## src/rtl/ptw_pkg.sv

```systemverilog
package ptw_pkg;
    localparam int VA_W   = 32;
    localparam int OFF_W  = 12;
    localparam int IDX_W  = 10;
    localparam int PN_W   = VA_W - OFF_W;
    localparam int PTE_W  = 32;
    localparam int PERM_W = 4;
    localparam int FLAG_W = PERM_W + 1;

    typedef enum logic [2:0] {
        WALK_IDLE,
        WALK_REQ1,
        WALK_WAIT1,
        WALK_REQ2,
        WALK_WAIT2,
        WALK_DONE,
        WALK_FAULT
    } walk_st_e;

    typedef struct packed {
        logic user;
        logic dirty;
        logic wr;
        logic rd;
    } perm_t;

    function automatic logic [IDX_W-1:0] top_index(input logic [VA_W-1:0] va);
        return va[VA_W-1 -: IDX_W];
    endfunction

    function automatic logic [IDX_W-1:0] mid_index(input logic [VA_W-1:0] va);
        return va[OFF_W +: IDX_W];
    endfunction

    // Entries are 4 bytes, so the index is scaled by four inside the table page.
    function automatic logic [VA_W-1:0] entry_addr(input logic [PN_W-1:0] pn,
                                                   input logic [IDX_W-1:0] idx);
        return {pn, idx, 2'b00};
    endfunction
endpackage

```

## src/rtl/ptw_pte_dec.sv

```systemverilog
module ptw_pte_dec
    import ptw_pkg::*;
(
    input  logic [PTE_W-1:0] pte,
    output logic             present,
    output perm_t            perm,
    output logic [PN_W-1:0]  pn
);
    logic unused_rsvd;

    assign present     = pte[0];
    assign perm        = perm_t'(pte[FLAG_W-1:1]);
    assign pn          = pte[PTE_W-1 -: PN_W];
    assign unused_rsvd = ^pte[PTE_W-PN_W-1:FLAG_W];
endmodule

```

## src/rtl/ptw_fsm.sv

```systemverilog
module ptw_fsm
    import ptw_pkg::*;
(
    input  logic clk,
    input  logic rst,
    input  logic miss_valid,
    input  logic req_ready,
    input  logic rsp_valid,
    input  logic rsp_present,
    output logic miss_ready,
    output logic req_valid,
    output logic rsp_ready,
    output logic done_pulse,
    output logic fault_pulse,
    output logic fault_lvl,
    output logic sel_second,
    output logic take_miss,
    output logic take_first,
    output logic take_second
);
    walk_st_e st_q, st_d;
    logic     lvl_q;

    always_comb begin
        st_d = st_q;
        unique case (st_q)
            WALK_IDLE:  if (miss_valid) st_d = WALK_REQ1;
            WALK_REQ1:  if (req_ready)  st_d = WALK_WAIT1;
            WALK_WAIT1: if (rsp_valid)  st_d = rsp_present ? WALK_REQ2 : WALK_FAULT;
            WALK_REQ2:  if (req_ready)  st_d = WALK_WAIT2;
            WALK_WAIT2: if (rsp_valid)  st_d = rsp_present ? WALK_DONE : WALK_FAULT;
            WALK_DONE:  st_d = WALK_IDLE;
            WALK_FAULT: st_d = WALK_IDLE;
            default:    st_d = WALK_IDLE;
        endcase
    end

    always_ff @(posedge clk) begin
        if (rst) begin
            st_q  <= WALK_IDLE;
            lvl_q <= 1'b0;
        end else begin
            st_q <= st_d;
            if (take_first)  lvl_q <= 1'b0;
            if (take_second) lvl_q <= 1'b1;
        end
    end

    assign miss_ready  = (st_q == WALK_IDLE);
    assign req_valid   = (st_q == WALK_REQ1) || (st_q == WALK_REQ2);
    assign rsp_ready   = (st_q == WALK_WAIT1) || (st_q == WALK_WAIT2);
    assign done_pulse  = (st_q == WALK_DONE);
    assign fault_pulse = (st_q == WALK_FAULT);
    assign fault_lvl   = lvl_q;
    assign sel_second  = (st_q == WALK_REQ2);
    assign take_miss   = miss_ready && miss_valid;
    assign take_first  = (st_q == WALK_WAIT1) && rsp_valid;
    assign take_second = (st_q == WALK_WAIT2) && rsp_valid;
endmodule

```

## src/rtl/ptw_datapath.sv

```systemverilog
module ptw_datapath
    import ptw_pkg::*;
(
    input  logic             clk,
    input  logic             rst,
    input  logic             take_miss,
    input  logic             take_first,
    input  logic             take_second,
    input  logic             sel_second,
    input  logic [VA_W-1:0]  miss_vaddr,
    input  logic [PN_W-1:0]  root_ppn,
    input  logic [PN_W-1:0]  rsp_pn,
    input  perm_t            rsp_perm,
    output logic [VA_W-1:0]  req_addr,
    output logic [VA_W-1:0]  walk_vaddr,
    output logic [PN_W-1:0]  leaf_pn,
    output perm_t            leaf_perm
);
    logic [VA_W-1:0] va_q;
    logic [PN_W-1:0] root_q;
    logic [PN_W-1:0] mid_pn_q;
    logic [PN_W-1:0] leaf_pn_q;
    perm_t           leaf_perm_q;

    always_ff @(posedge clk) begin
        if (rst) begin
            va_q        <= '0;
            root_q      <= '0;
            mid_pn_q    <= '0;
            leaf_pn_q   <= '0;
            leaf_perm_q <= '0;
        end else begin
            if (take_miss) begin
                va_q   <= miss_vaddr;
                root_q <= root_ppn;
            end
            if (take_first) mid_pn_q <= rsp_pn;
            if (take_second) begin
                leaf_pn_q   <= rsp_pn;
                leaf_perm_q <= rsp_perm;
            end
        end
    end

    assign req_addr   = sel_second ? entry_addr(mid_pn_q, mid_index(va_q))
                                   : entry_addr(root_q, top_index(va_q));
    assign walk_vaddr = va_q;
    assign leaf_pn    = leaf_pn_q;
    assign leaf_perm  = leaf_perm_q;
endmodule

```

## src/rtl/ptw_top.sv

```systemverilog
module ptw_top
    import ptw_pkg::*;
(
    input  logic              clk,
    input  logic              rst,
    input  logic              miss_valid,
    output logic              miss_ready,
    input  logic [VA_W-1:0]   miss_vaddr,
    input  logic [PN_W-1:0]   root_ppn,
    output logic              mem_req_valid,
    input  logic              mem_req_ready,
    output logic [VA_W-1:0]   mem_req_addr,
    input  logic              mem_rsp_valid,
    output logic              mem_rsp_ready,
    input  logic [PTE_W-1:0]  mem_rsp_data,
    output logic              refill_valid,
    output logic [PN_W-1:0]   refill_vpn,
    output logic [PN_W-1:0]   refill_ppn,
    output logic [PERM_W-1:0] refill_perm,
    output logic              fault_valid,
    output logic [VA_W-1:0]   fault_vaddr,
    output logic              fault_level
);
    logic            rsp_present;
    perm_t           rsp_perm;
    logic [PN_W-1:0] rsp_pn;
    logic            sel_second, take_miss, take_first, take_second;
    logic [VA_W-1:0] walk_vaddr;
    logic [PN_W-1:0] leaf_pn;
    perm_t           leaf_perm;

    ptw_pte_dec u_dec (
        .pte     (mem_rsp_data),
        .present (rsp_present),
        .perm    (rsp_perm),
        .pn      (rsp_pn)
    );

    ptw_fsm u_fsm (
        .clk         (clk),
        .rst         (rst),
        .miss_valid  (miss_valid),
        .req_ready   (mem_req_ready),
        .rsp_valid   (mem_rsp_valid),
        .rsp_present (rsp_present),
        .miss_ready  (miss_ready),
        .req_valid   (mem_req_valid),
        .rsp_ready   (mem_rsp_ready),
        .done_pulse  (refill_valid),
        .fault_pulse (fault_valid),
        .fault_lvl   (fault_level),
        .sel_second  (sel_second),
        .take_miss   (take_miss),
        .take_first  (take_first),
        .take_second (take_second)
    );

    ptw_datapath u_dp (
        .clk         (clk),
        .rst         (rst),
        .take_miss   (take_miss),
        .take_first  (take_first),
        .take_second (take_second),
        .sel_second  (sel_second),
        .miss_vaddr  (miss_vaddr),
        .root_ppn    (root_ppn),
        .rsp_pn      (rsp_pn),
        .rsp_perm    (rsp_perm),
        .req_addr    (mem_req_addr),
        .walk_vaddr  (walk_vaddr),
        .leaf_pn     (leaf_pn),
        .leaf_perm   (leaf_perm)
    );

    assign refill_vpn  = walk_vaddr[VA_W-1:OFF_W];
    assign refill_ppn  = leaf_pn;
    assign refill_perm = leaf_perm;
    assign fault_vaddr = walk_vaddr;
endmodule

```

## config.mk

```make
export PLATFORM = sky130hd
export DESIGN_NAME = ptw_top
export DESIGN_NICKNAME = d
export VERILOG_FILES = /design/src/rtl/ptw_pkg.sv /design/src/rtl/ptw_pte_dec.sv /design/src/rtl/ptw_fsm.sv /design/src/rtl/ptw_datapath.sv /design/src/rtl/ptw_top.sv
export SDC_FILE = /design/constraint.sdc
export NUM_CORES = 1
export LEC_CHECK = 0
export BUFFER_PORTS_ARGS = -buffer_cell sky130_fd_sc_hd__buf_2
export CAP_MARGIN = 20
export CORE_MARGIN = 5
export CORE_UTILIZATION = 49
export CTS_CLUSTER_DIAMETER = 50
export DETAILED_ROUTE_END_ITERATION = 10
export GPL_TIMING_DRIVEN = 0
export PLACE_DENSITY = 0.83
export SYNTH_ARGS = -nofsm -noshare
export SYNTH_HDL_FRONTEND = slang
export SYNTH_SLANG_ARGS = --single-unit
```

## constraint.sdc

```tcl
create_clock -name clk -period 3.55 [get_ports clk]
set_clock_uncertainty 0.2 [all_clocks]
set_input_delay 0.71 -clock clk [delete_from_list [all_inputs] [get_ports clk]]
set_output_delay 0.71 -clock clk [all_outputs]
set_load 0.05 [all_outputs]
```

**Yosys cells after proc, flatten, opt, wreduce, memory -nomap -nowiden**

Index checks and enable logic that the tools add are counted.

- Bits of input ports: 89
- Word-level logic and storage cells: 40
- Output and inout bits: 114
- Register bits: 100

- Reductions and logical operators: 8
- Equal/unequal tests: 11
- Muxes and demuxes: 11

Operators with widths:

| kind | count |
|---|---|
| $mux 32 | 1 |
| $mux 3 | 6 |
| $pmux 3 s5 | 1 |
| $ne 2x2->1 const B | 5 |
| $eq 3x3->1 const B | 3 |
| $eq 3x2->1 const B | 2 |
| $reduce_and 5->1 | 1 |
| $eq 3x1->1 const B | 1 |
| $logic_and 1x1->1 | 3 |
| $logic_not 3->1 | 1 |
| $logic_or 1x1->1 | 2 |
| $mux 1 | 2 |
| $mux 2 | 1 |
| $reduce_bool 2->1 | 1 |

**Depth between registers and ports, before layout**

Gate-level depths: netlist of the first run.

- Word-level depth: 4
- Mapped depth: 6
- Mapped depth without buffers: 3

**By module**

Synthesis of the first run repeated with hierarchy kept, for this count alone.

- Cells, all modules: 434
- Area total of the unflattened synthesis: 4533.1 um^2

Modules (own cells, without submodules):

| module | area an instance (um^2) | cells an instance | seq. area each (um^2) | instances |
|---|---|---|---|---|
| ptw_datapath | 3832.4 | 346 | 1921.8 | 1 |
| ptw_fsm | 362.8 | 43 | 80.1 | 1 |
| ptw_pte_dec | 187.7 | 25 | 0.0 | 1 |
| ptw_top | 150.1 | 20 | 0.0 | 1 |

**Least setup slack after synthesis of the first run**

No wires, ideal clock.

- Kind: reg-to-output
- Start point: register u_fsm.st_q[1]
- End point: output miss_ready
- Buffers on the path: 2
- Data arrival time: 1.679 ns
- Data required time: 2.640 ns
- Slack: 0.961 ns
- Cell stages (with the launch flop): 4
- Cells stage by stage: dfxtp_1 buf_2 clkbuf_1 nor3_1

- Cells in the longest elaborated chain, start to end: 1

Ends and longest elaborated chain:

| element | RTL line | RTL |
|---|---|---|
| from (decl) | ptw_fsm.sv:21 | `walk_st_e st_q, st_d;` |
| from (signal assigned) | ptw_fsm.sv:43 | `st_q <= st_d;` |
| $logic_not 3->1 | ptw_fsm.sv:49 | `assign miss_ready = (st_q == WALK_IDLE);` |
| to (decl) | ptw_top.sv:7 | `output logic miss_ready,` |

Every way passes these cells.

**Worst setup path in the final report of the first run**

- Start point: register u_fsm.st_q[2]
- End point: output mem_req_addr[18]

- Cells in the longest elaborated chain, start to end: 2

Ends and longest elaborated chain:

| element | RTL line | RTL |
|---|---|---|
| $eq 3x2->1 | ptw_fsm.sv:55 | `assign sel_second = (st_q == WALK_REQ2);` |
| $mux 32 | ptw_datapath.sv:45 | `assign req_addr = sel_second ? entry_addr(mid_pn_q, mid_index(va_q))` |
| to (decl) | ptw_top.sv:12 | `output logic [VA_W-1:0] mem_req_addr,` |

Every way passes these cells.

==> impl_metrics.sql, run 1 <==
INSERT INTO impl_metrics (metric_group, metric, value, unit) VALUES
('timing', 'setup-violations-final', '0', ''),
('layout', 'antenna_cells_inserted', '0', ''),
('timing', 'fin_tns_setup', '0', 'ps'),
('clocking', 'tritoncts.num_buffers', '9', ''),
('detailed_routing', 'route.detailed.wl_per_inst', '14.83', 'µm'),
('layout', 'num-nets-final', '805', ''),
('layout', 'postLayoutCoreUtil', '65.95', '%'),
('worst_setup_path', 'endpoint_kind', 'primary output', ''),
('clocking', 'postCtsSetupBuffers', '0', ''),
('detailed_routing', 'drc', '0', ''),
('worst_setup_path', 'critical-path-top-cell-by-count', 'sky130_fd_sc_hd__buf_2', ''),
('power_and_ir_drop', 'power.density', '508.1', 'mW/mm²'),
('clocking', 'number_of_buffers_on_the_longest_clock_path', '2', ''),
('timing', 'timing_hold_violations_final', '0', ''),
('worst_setup_path', 'cp_slowest_stage_delay', '510', 'ps'),
('worst_setup_path', 'critPathTopFamily', 'buffers and inverters', ''),
('power_and_ir_drop', 'power.combinational.fraction', '29.8', '%'),
('timing', 'setup_repair_after_global_routing_missed_its_margin', 'no', ''),
('placement', 'post-dp-hpwl', '9669', 'µm'),
('detailed_routing', 'routed-via-count', '4128', ''),
('placement', 'gp_congestion', '0.8886', ''),
('layout', 'stdcell_count', '826', ''),
('detailed_routing', 'first_pass_iters', '4', ''),
('timing', 'fmaxAchievable', '332.8', 'MHz'),
('synthesis', 'seq_area_frac_synth', '48.18', '%'),
('clocking', 'cts_hold_repair.buffers', '0', ''),
('synthesis', 'synth.distinct_cells', '26', ''),
('floorplan', 'area_of_the_die', '0.01042', 'mm²'),
('synthesis', 'netlist_area', '0.004155', 'mm²'),
('synthesis', 'post_synth.cell_area_avg', '8.116', 'µm²'),
('synthesis', 'ys_warn_count', '0', ''),
('worst_setup_path', 'critical-path-slowest-cell', 'sky130_fd_sc_hd__dfxtp_1', ''),
('worst_setup_path', 'critPathRequiredTime', '2640', 'ps'),
('floorplan', 'floorplan.die.height', '102.1', 'µm'),
('grt', 'grtUsageTotal', '22.97', '%'),
('detailed_routing', 'finalWirelength', '12250', 'µm'),
('power_and_ir_drop', 'leakagePower', '2.588', 'nW'),
('detailed_routing', 'ant_nets', '0', ''),
('clocking', 'post_cts_resized', '0', ''),
('timing', 'period_needed', '3005', 'ps'),
('floorplan', 'core_footprint', '0.008258', 'mm²'),
('floorplan', 'top_level_ports', '203', ''),
('power_and_ir_drop', 'p_sw', '1.061', 'mW'),
('clocking', 'htree_num_levels', '3', ''),
('worst_setup_path', 'ff2ff_setup_slack', '1760', 'ps'),
('power_and_ir_drop', 'power.ir.vdd_worst', '0.2463', 'mV'),
('min_path', 'worst_hold_path_type', 'flop to flop', ''),
('layout', 'area_delta_synth_final', '31.07', '%'),
('timing', 'min_period_over_period', '84.65', '%'),
('power_and_ir_drop', 'internal-power', '1.707', 'mW'),
('grt', 'grt_first_pass_wirelength', '18920', 'µm'),
('run', 'max_cap_viol_count', '0', ''),
('worst_setup_path', 'cp_max_fo', '10', ''),
('layout', 'drive_gt1_share', '39.53', '%'),
('clocking', 'cts.reportedPaths.clkPinSlew', '100', 'ps'),
('clocking', 'clock_tree_root', 'sky130_fd_sc_hd__clkbuf_8', ''),
('synthesis', 'synthesized_instance_count', '512', ''),
('clocking', 'cts_tree', 'yes', ''),
('worst_setup_path', 'worstPathArrival', '2100', 'ps'),
('power_and_ir_drop', 'share_seq_of_total_power', '44.9', '%'),
('grt', 'grt_pass1_vias', '4023', ''),
('worst_setup_path', 'timing.critical_path.from_type', 'flop', ''),
('floorplan', 'initial_core_utilization', '50.32', '%'),
('placement', 'dpl.cell_count', '810', ''),
('timing', 'worst_hold_check_slack', '257.0', 'ps'),
('timing', 'slew_headroom', '57.55', '%'),
('outcome', 'status', 'complete, no violations', ''),
('floorplan', 'rows', '33', ''),
('detailed_routing', 'vias_per_cell', '4.998', ''),
('clocking', 'clock_latency', '350', 'ps'),
('timing', 'drv_slew', '0', '');
## worst paths after layout
path / from / end / depth (start not counted)
worst max-delay path: u_fsm.st_q[2] / mem_req_addr[18] / 5
worst min-delay path: u_dp.leaf_pn[12] / u_dp.leaf_pn[12] / 2
worst max register to register: u_fsm.st_q[2] / u_dp.leaf_pn[19] / 5
worst min register to register: u_dp.leaf_pn[12] / u_dp.leaf_pn[12] / 2
## state kept, by name, indices dropped and copies added, names as in the netlist
signal           cells
u_dp.leaf_pn        20
u_fsm.st_q           3
u_dp.root_q         20
u_dp.mid_pn_q       20
u_dp.walk_vaddr     32
u_fsm.fault_lvl      1
u_dp.leaf_perm       4
## cells in the mapped netlist, drive strengths merged
cell     count  share of area, %
nand4bb      2              0.54
nor2b        2              0.30
and4bb       1              0.30
dfxtp      100                48
o21ai        3              0.36
mux2        31               8.4
nor4b        1              0.57
nor2         3              0.27
or4b         1              0.24
o31ai        2              0.36
and2b        1              0.18
conb         1             0.090
buf         44               7.3
a21oi       99                12
and3b        2              0.42
nor3         1              0.12
and3         1              0.15
clkbuf      17               1.5
nor4bb       2              0.48
a211oi       1              0.18
or3b         1              0.21
nand2      195                18
xnor2        1              0.21
## layout by cell type, fill, tap and decap left out, drive strengths merged, types with 3 or more instances in the layout
cell    count
o21ai       3
nand2     195
clkbuf     26
nor2        3
a21oi      99
clkinv      3
mux2       31
dfxtp     100
buf       236
## worst min-delay path: cells and delay by family (launching register included)
family          cells  cell delay, ps
simple gates        1              50
flops               1             320
compound gates      1              50
## layer usage
metal,vias up,track usage (%),part of all wire (%)
met4,0,8.678,1.5
li1,2060,-,-
met2,161,41.43,50
met1,1893,26.90,40
met5,-,0,0
met3,14,4.369,8.4
## cells by family (layout without fill, tap and decap cells)
| logic type | Yosys count | after routing | share of synthesized area, % |
|---|---|---|---|
| AOI/OAI and AO/OA | 105 | 105 | 12.83 |
| xor gates and xnor gates | 1 | 1 | 0.2108 |
| buffers and inverters | 61 | 269 | 8.883 |
| DFF | 100 | 100 | 48.18 |
| muxes | 31 | 31 | 8.401 |
| other | 1 | 2 | 0.09025 |
| and+or+nand+nor | 213 | 213 | 21.41 |
## power by group through the flow
stage,clock (mW),combinational (mW),sequential [mW]
3_3_place_gp,0,0.817,1.26
4_1_cts,0.713,0.830,1.24
2_1_floorplan,0,0.500,1.38
3_5_place_dp,0,0.829,1.27
5_1_grt,0.762,0.879,1.25
6_report,0.700,0.825,1.24
## stage by stage
step	total power, mW	instance area [µm²]
after floorplan	1.878	4159
after global routing	2.893	5446
final	2.767	5446
after global placement	2.080	5251
after CTS	2.785	5446
after detailed placement	2.096	5251
## cell type report
cell class / count / area [µm²]
clock inverter: 7 / 71.32
multi-input combinational: 352 / 1788
buffer: 61 / 369.1
tap: 105 / 131.4
sequential: 100 / 2002
timing repair buffer: 192 / 960.9
fill: 741 / 2811
clock buffer: 9 / 123.9
(Power assumes the default switching activity.)
==> run 2, diff against run 1 <==
Settings changed: ABC_AREA from default to 1, CORE_UTILIZATION 49 to 46, PLACE_DENSITY 0.83 to 0.79.
Clock period 3.55 ns to 2.88 ns, I/O delays scaled along.
==> run 2 against run 1 <==
Against the previous run:
- power rose by 140%
- synthesized area rose by 1.1%
- core utilization fell by 3.8 points
- count of clock-buffer cells in the layout did not move
==> impl_metrics.sql, run 2 <==
INSERT INTO impl_metrics (metric_group, metric, value, unit) VALUES
('worst_setup_path', 'crit_chain', 'inv_2 > nor2_2 > nand2_2 > buf_2 > a21oi_1 > buf_2', ''),
('clocking', 'tritoncts.num_buffers', '9', ''),
('synthesis', 'synth_seq_cells', '100', ''),
('synthesis', 'netlist_area', '0.004200', 'mm²'),
('detailed_routing', 'drc', '0', ''),
('power_and_ir_drop', 'power.density', '1197', 'mW/mm²'),
('timing', 'min_period_over_period', '94.84', '%'),
('synthesis', 'synth.distinct_cells', '22', ''),
('worst_setup_path', 'cp_slowest_stage_delay', '460', 'ps'),
('worst_setup_path', 'endpoint_kind', 'primary output', ''),
('worst_setup_path', 'critPathTopFamily', 'buffers and inverters', ''),
('placement', 'io_buffer_count', '191', ''),
('run', 'max_cap_viol_count', '0', ''),
('floorplan', 'initial_core_utilization', '47.70', '%'),
('timing', 'fmaxAchievable', '366.1', 'MHz'),
('detailed_routing', 'drt_iter0_drc', '188', ''),
('detailed_routing', 'route.detailed.wl_per_inst', '14.54', 'µm'),
('clocking', 'clock_tree_root', 'sky130_fd_sc_hd__clkbuf_8', ''),
('layout', 'stdcell_count', '877', ''),
('synthesis', 'yosys.cell_count.top_type', 'sky130_fd_sc_hd__dfxtp_1', ''),
('synthesis', 'ys_warn_count', '0', ''),
('floorplan', 'top_level_ports', '203', ''),
('synthesis', 'synth_async_sr_flop_share', '0', '%'),
('layout', 'largest_register_ffs', '32', ''),
('layout', 'area_delta_synth_final', '30.29', '%'),
('synthesis', 'synth-main-ff-cell', 'sky130_fd_sc_hd__dfxtp_1', ''),
('min_path', 'min_from', 'mem_rsp_data[17]', ''),
('power_and_ir_drop', 'finalPower', '6.552', 'mW'),
('grt', 'grtUsageTotal', '22.74', '%'),
('layout', 'drive_gt1_share', '34.59', '%'),
('timing', 'period_needed', '2731', 'ps'),
('layout', 'final_cell_area', '0.005473', 'mm²'),
('synthesis', 'synth_top_area_cell', 'sky130_fd_sc_hd__dfxtp_1', ''),
('worst_setup_path', 'worst_r2r_path_depth', '7', ''),
('floorplan', 'area_of_the_die', '0.01114', 'mm²'),
('synthesis', 'synth.area.top_cells', 'sky130_fd_sc_hd__dfxtp_1 48%, sky130_fd_sc_hd__a21oi_1 12%, sky130_fd_sc_hd__nor2_1 5.9%, sky130_fd_sc_hd__o21ai_1 5.5%, sky130_fd_sc_hd__inv_1 5.4%', ''),
('worst_setup_path', 'ff2ff_setup_slack', '1290', 'ps'),
('worst_setup_path', 'setup.worst_path.class', 'flop to primary output', ''),
('layout', 'postLayoutCoreUtil', '62.15', '%'),
('detailed_routing', 'ant_nets', '0', ''),
('clocking', 'cts_tree', 'yes', ''),
('detailed_routing', 'routed-via-count', '4338', ''),
('worst_setup_path', 'timing.critical_path.from_type', 'flop', ''),
('clocking', 'cts.reportedPaths.clkPinSlew', '110', 'ps'),
('timing', 'drv_slew', '0', ''),
('floorplan', 'floorplan.die.height', '105.6', 'µm'),
('detailed_routing', 'vias_per_cell', '4.946', ''),
('worst_setup_path', 'critical-path-slowest-cell', 'sky130_fd_sc_hd__dfxtp_1', ''),
('floorplan', 'rows', '34', ''),
('synthesis', 'seq_area_frac_synth', '47.66', '%'),
('placement', 'post-dp-hpwl', '10120', 'µm'),
('worst_setup_path', 'critPathBufInv', '3', ''),
('floorplan', 'dieWidth', '105.6', 'µm'),
('placement', 'dpl.cell_count', '862', ''),
('outcome', 'status', 'complete, no violations', ''),
('clocking', 'cts_hold_repair.buffers', '0', ''),
('layout', 'top_library_cells_by_usage_in_the_layout_fill_and_taps_aside', '210 x sky130_fd_sc_hd__buf_2, 100 x sky130_fd_sc_hd__dfxtp_1, 99 x sky130_fd_sc_hd__a21oi_1, 66 x sky130_fd_sc_hd__nor2_1, 60 x sky130_fd_sc_hd__inv_1', ''),
('timing', 'timing_hold_violations_final', '0', ''),
('power_and_ir_drop', 'power.ir.vdd_worst', '0.6478', 'mV'),
('layout', 'antenna_cells_inserted', '0', ''),
('layout', 'fillerInstances', '831', ''),
('worst_setup_path', 'critical-path-top-cell-by-count', 'sky130_fd_sc_hd__buf_2', ''),
('timing', 'setup_repair_after_global_routing_missed_its_margin', 'no', ''),
('min_path', 'min_delay_path_depth', '3', ''),
('synthesis', 'synthesized_instance_count', '562', ''),
('worst_setup_path', 'r2r_end', 'u_dp.mid_pn_q[8]', ''),
('clocking', 'postCtsSetupBuffers', '0', ''),
('layout', 'most_common_cell_after_layout_fill_and_taps_aside', 'sky130_fd_sc_hd__buf_2', ''),
('synthesis', 'post_synth.cell_area_avg', '7.474', 'µm²'),
('floorplan', 'core_footprint', '0.008806', 'mm²'),
('min_path', 'hold-path-endpoint', 'u_dp.mid_pn_q[5]', ''),
('grt', 'grt_start_max_net_pins', '19', ''),
('worst_setup_path', 'critPathRequiredTime', '2100', 'ps'),
('grt', 'grt_pass1_vias', '4298', ''),
('min_path', 'worst_hold_path_type', 'input pin to flop', ''),
('timing', 'setup-violations-final', '0', ''),
('clocking', 'post_cts_resized', '0', ''),
('grt', 'number_of_antenna_violations_at_the_first_check_in_global_routing', '0', ''),
('synthesis', 'synth_enable_flop_cells', '0', ''),
('worst_setup_path', 'regToRegStartpoint', 'u_fsm.st_q[2]', ''),
('clocking', 'htree_num_levels', '3', ''),
('layout', 'multiInputGateArea', '0.001579', 'mm²'),
('layout', 'num-nets-final', '854', ''),
('clocking', 'tritoncts_num_sinks', '100', ''),
('timing', 'tightest_slew', '560.3', 'ps'),
('worst_setup_path', 'worstPathArrival', '1960', 'ps'),
('placement', 'gp_congestion', '0.8531', ''),
('placement', 'post_dp_cell_area', '0.005295', 'mm²'),
('synthesis', 'top_area_cell_type_share_of_the_netlist_area', '47.66', '%'),
('grt', 'overflow', '0', ''),
('grt', 'grt_first_pass_wirelength', '20720', 'µm'),
('power_and_ir_drop', 'leakagePower', '2.760', 'nW'),
('synthesis', 'most_numerous_cell_types_in_the_synthesized_netlist', '100 x sky130_fd_sc_hd__dfxtp_1, 99 x sky130_fd_sc_hd__a21oi_1, 66 x sky130_fd_sc_hd__nor2_1', ''),
('detailed_routing', 'first_pass_iters', '6', ''),
('worst_setup_path', 'cp_max_fo', '10', ''),
('detailed_routing', 'finalWirelength', '12750', 'µm'),
('layout', 'ff_latch_area', '0.002002', 'mm²'),
('timing', 'slew_headroom', '62.65', '%'),
('clocking', 'number_of_buffers_on_the_longest_clock_path', '2', ''),
('clocking', 'clock_latency', '360', 'ps');
run 2: cell count changes in the layout (fill, tap and decap cells not counted), sizes merged, moves of 4 or more:
cell and delta:
nand3 +31, o21ai +81, nor2 +66, nand2 -145, clkbuf -4, mux2 -31, inv +67
run 2: tightest hold or removal path, stage by stage:
cell and delay (ps):
sky130_fd_sc_hd__buf_2 90, sky130_fd_sc_hd__nor2_1 40, sky130_fd_sc_hd__nor2_1 80
run 2: cell families after synthesis:
kind of cell           after synthesis  share of synthesized area (%)
AOI/OAI and AO/OA                  183                          21.81
buffers and inverters              126                          14.83
DFF                                100                          47.66
other                                1                        0.08928
and+or+nand+nor                    152                          15.61
run 2: routing by layer:
| metal | part of all wire, % | track usage [%] |
|---|---|---|
| met1 | 42 | 27.93 |
| met2 | 51 | 40.57 |
| met3 | 4.8 | 3.545 |
| met4 | 1.9 | 7.678 |
| met5 | 0 | 0 |
run 2: cell type report:
cell class | count | area share, %
flip-flops and latches | 100 | 36.58
multi-input cells | 337 | 28.85
repair buffers | 191 | 17.47
plain buffers | 61 | 6.882
inverters | 65 | 4.504
well taps | 108 | 2.469
clock buffers | 9 | 2.263
clock inverters | 6 | 0.9831
run 2: how the worst max path moves through the flow:
stage	to	cells past startpoint	start
final	mem_req_addr[22]	6	u_fsm.st_q[0]
after global routing	mem_req_addr[28]	6	u_fsm.st_q[0]
after CTS	mem_req_addr[28]	6	u_fsm.st_q[0]
after detailed placement	mem_req_addr[28]	6	u_fsm.st_q[0]
after global placement	mem_req_addr[22]	6	u_fsm.st_q[0]
after floorplan	mem_req_addr[12]	5	u_fsm.st_q[0]
run 2: metrics by stage:
step	TNS (ps)	hold slack [ps]	setup WS, ps
final	0	243.9	148.6
after global routing	0	247.2	25.49
after floorplan	-425.9	229.8	-21.29
after detailed placement	0	234.5	555.8
after global placement	0	229.5	587.4
after CTS	0	236.1	151.4
run 2: power breakdown:
group	switching, mW	internal, mW
logic	2.81	0.913
clock network	0.516	0.329
registers	0.227	1.76
total	3.55	3.00
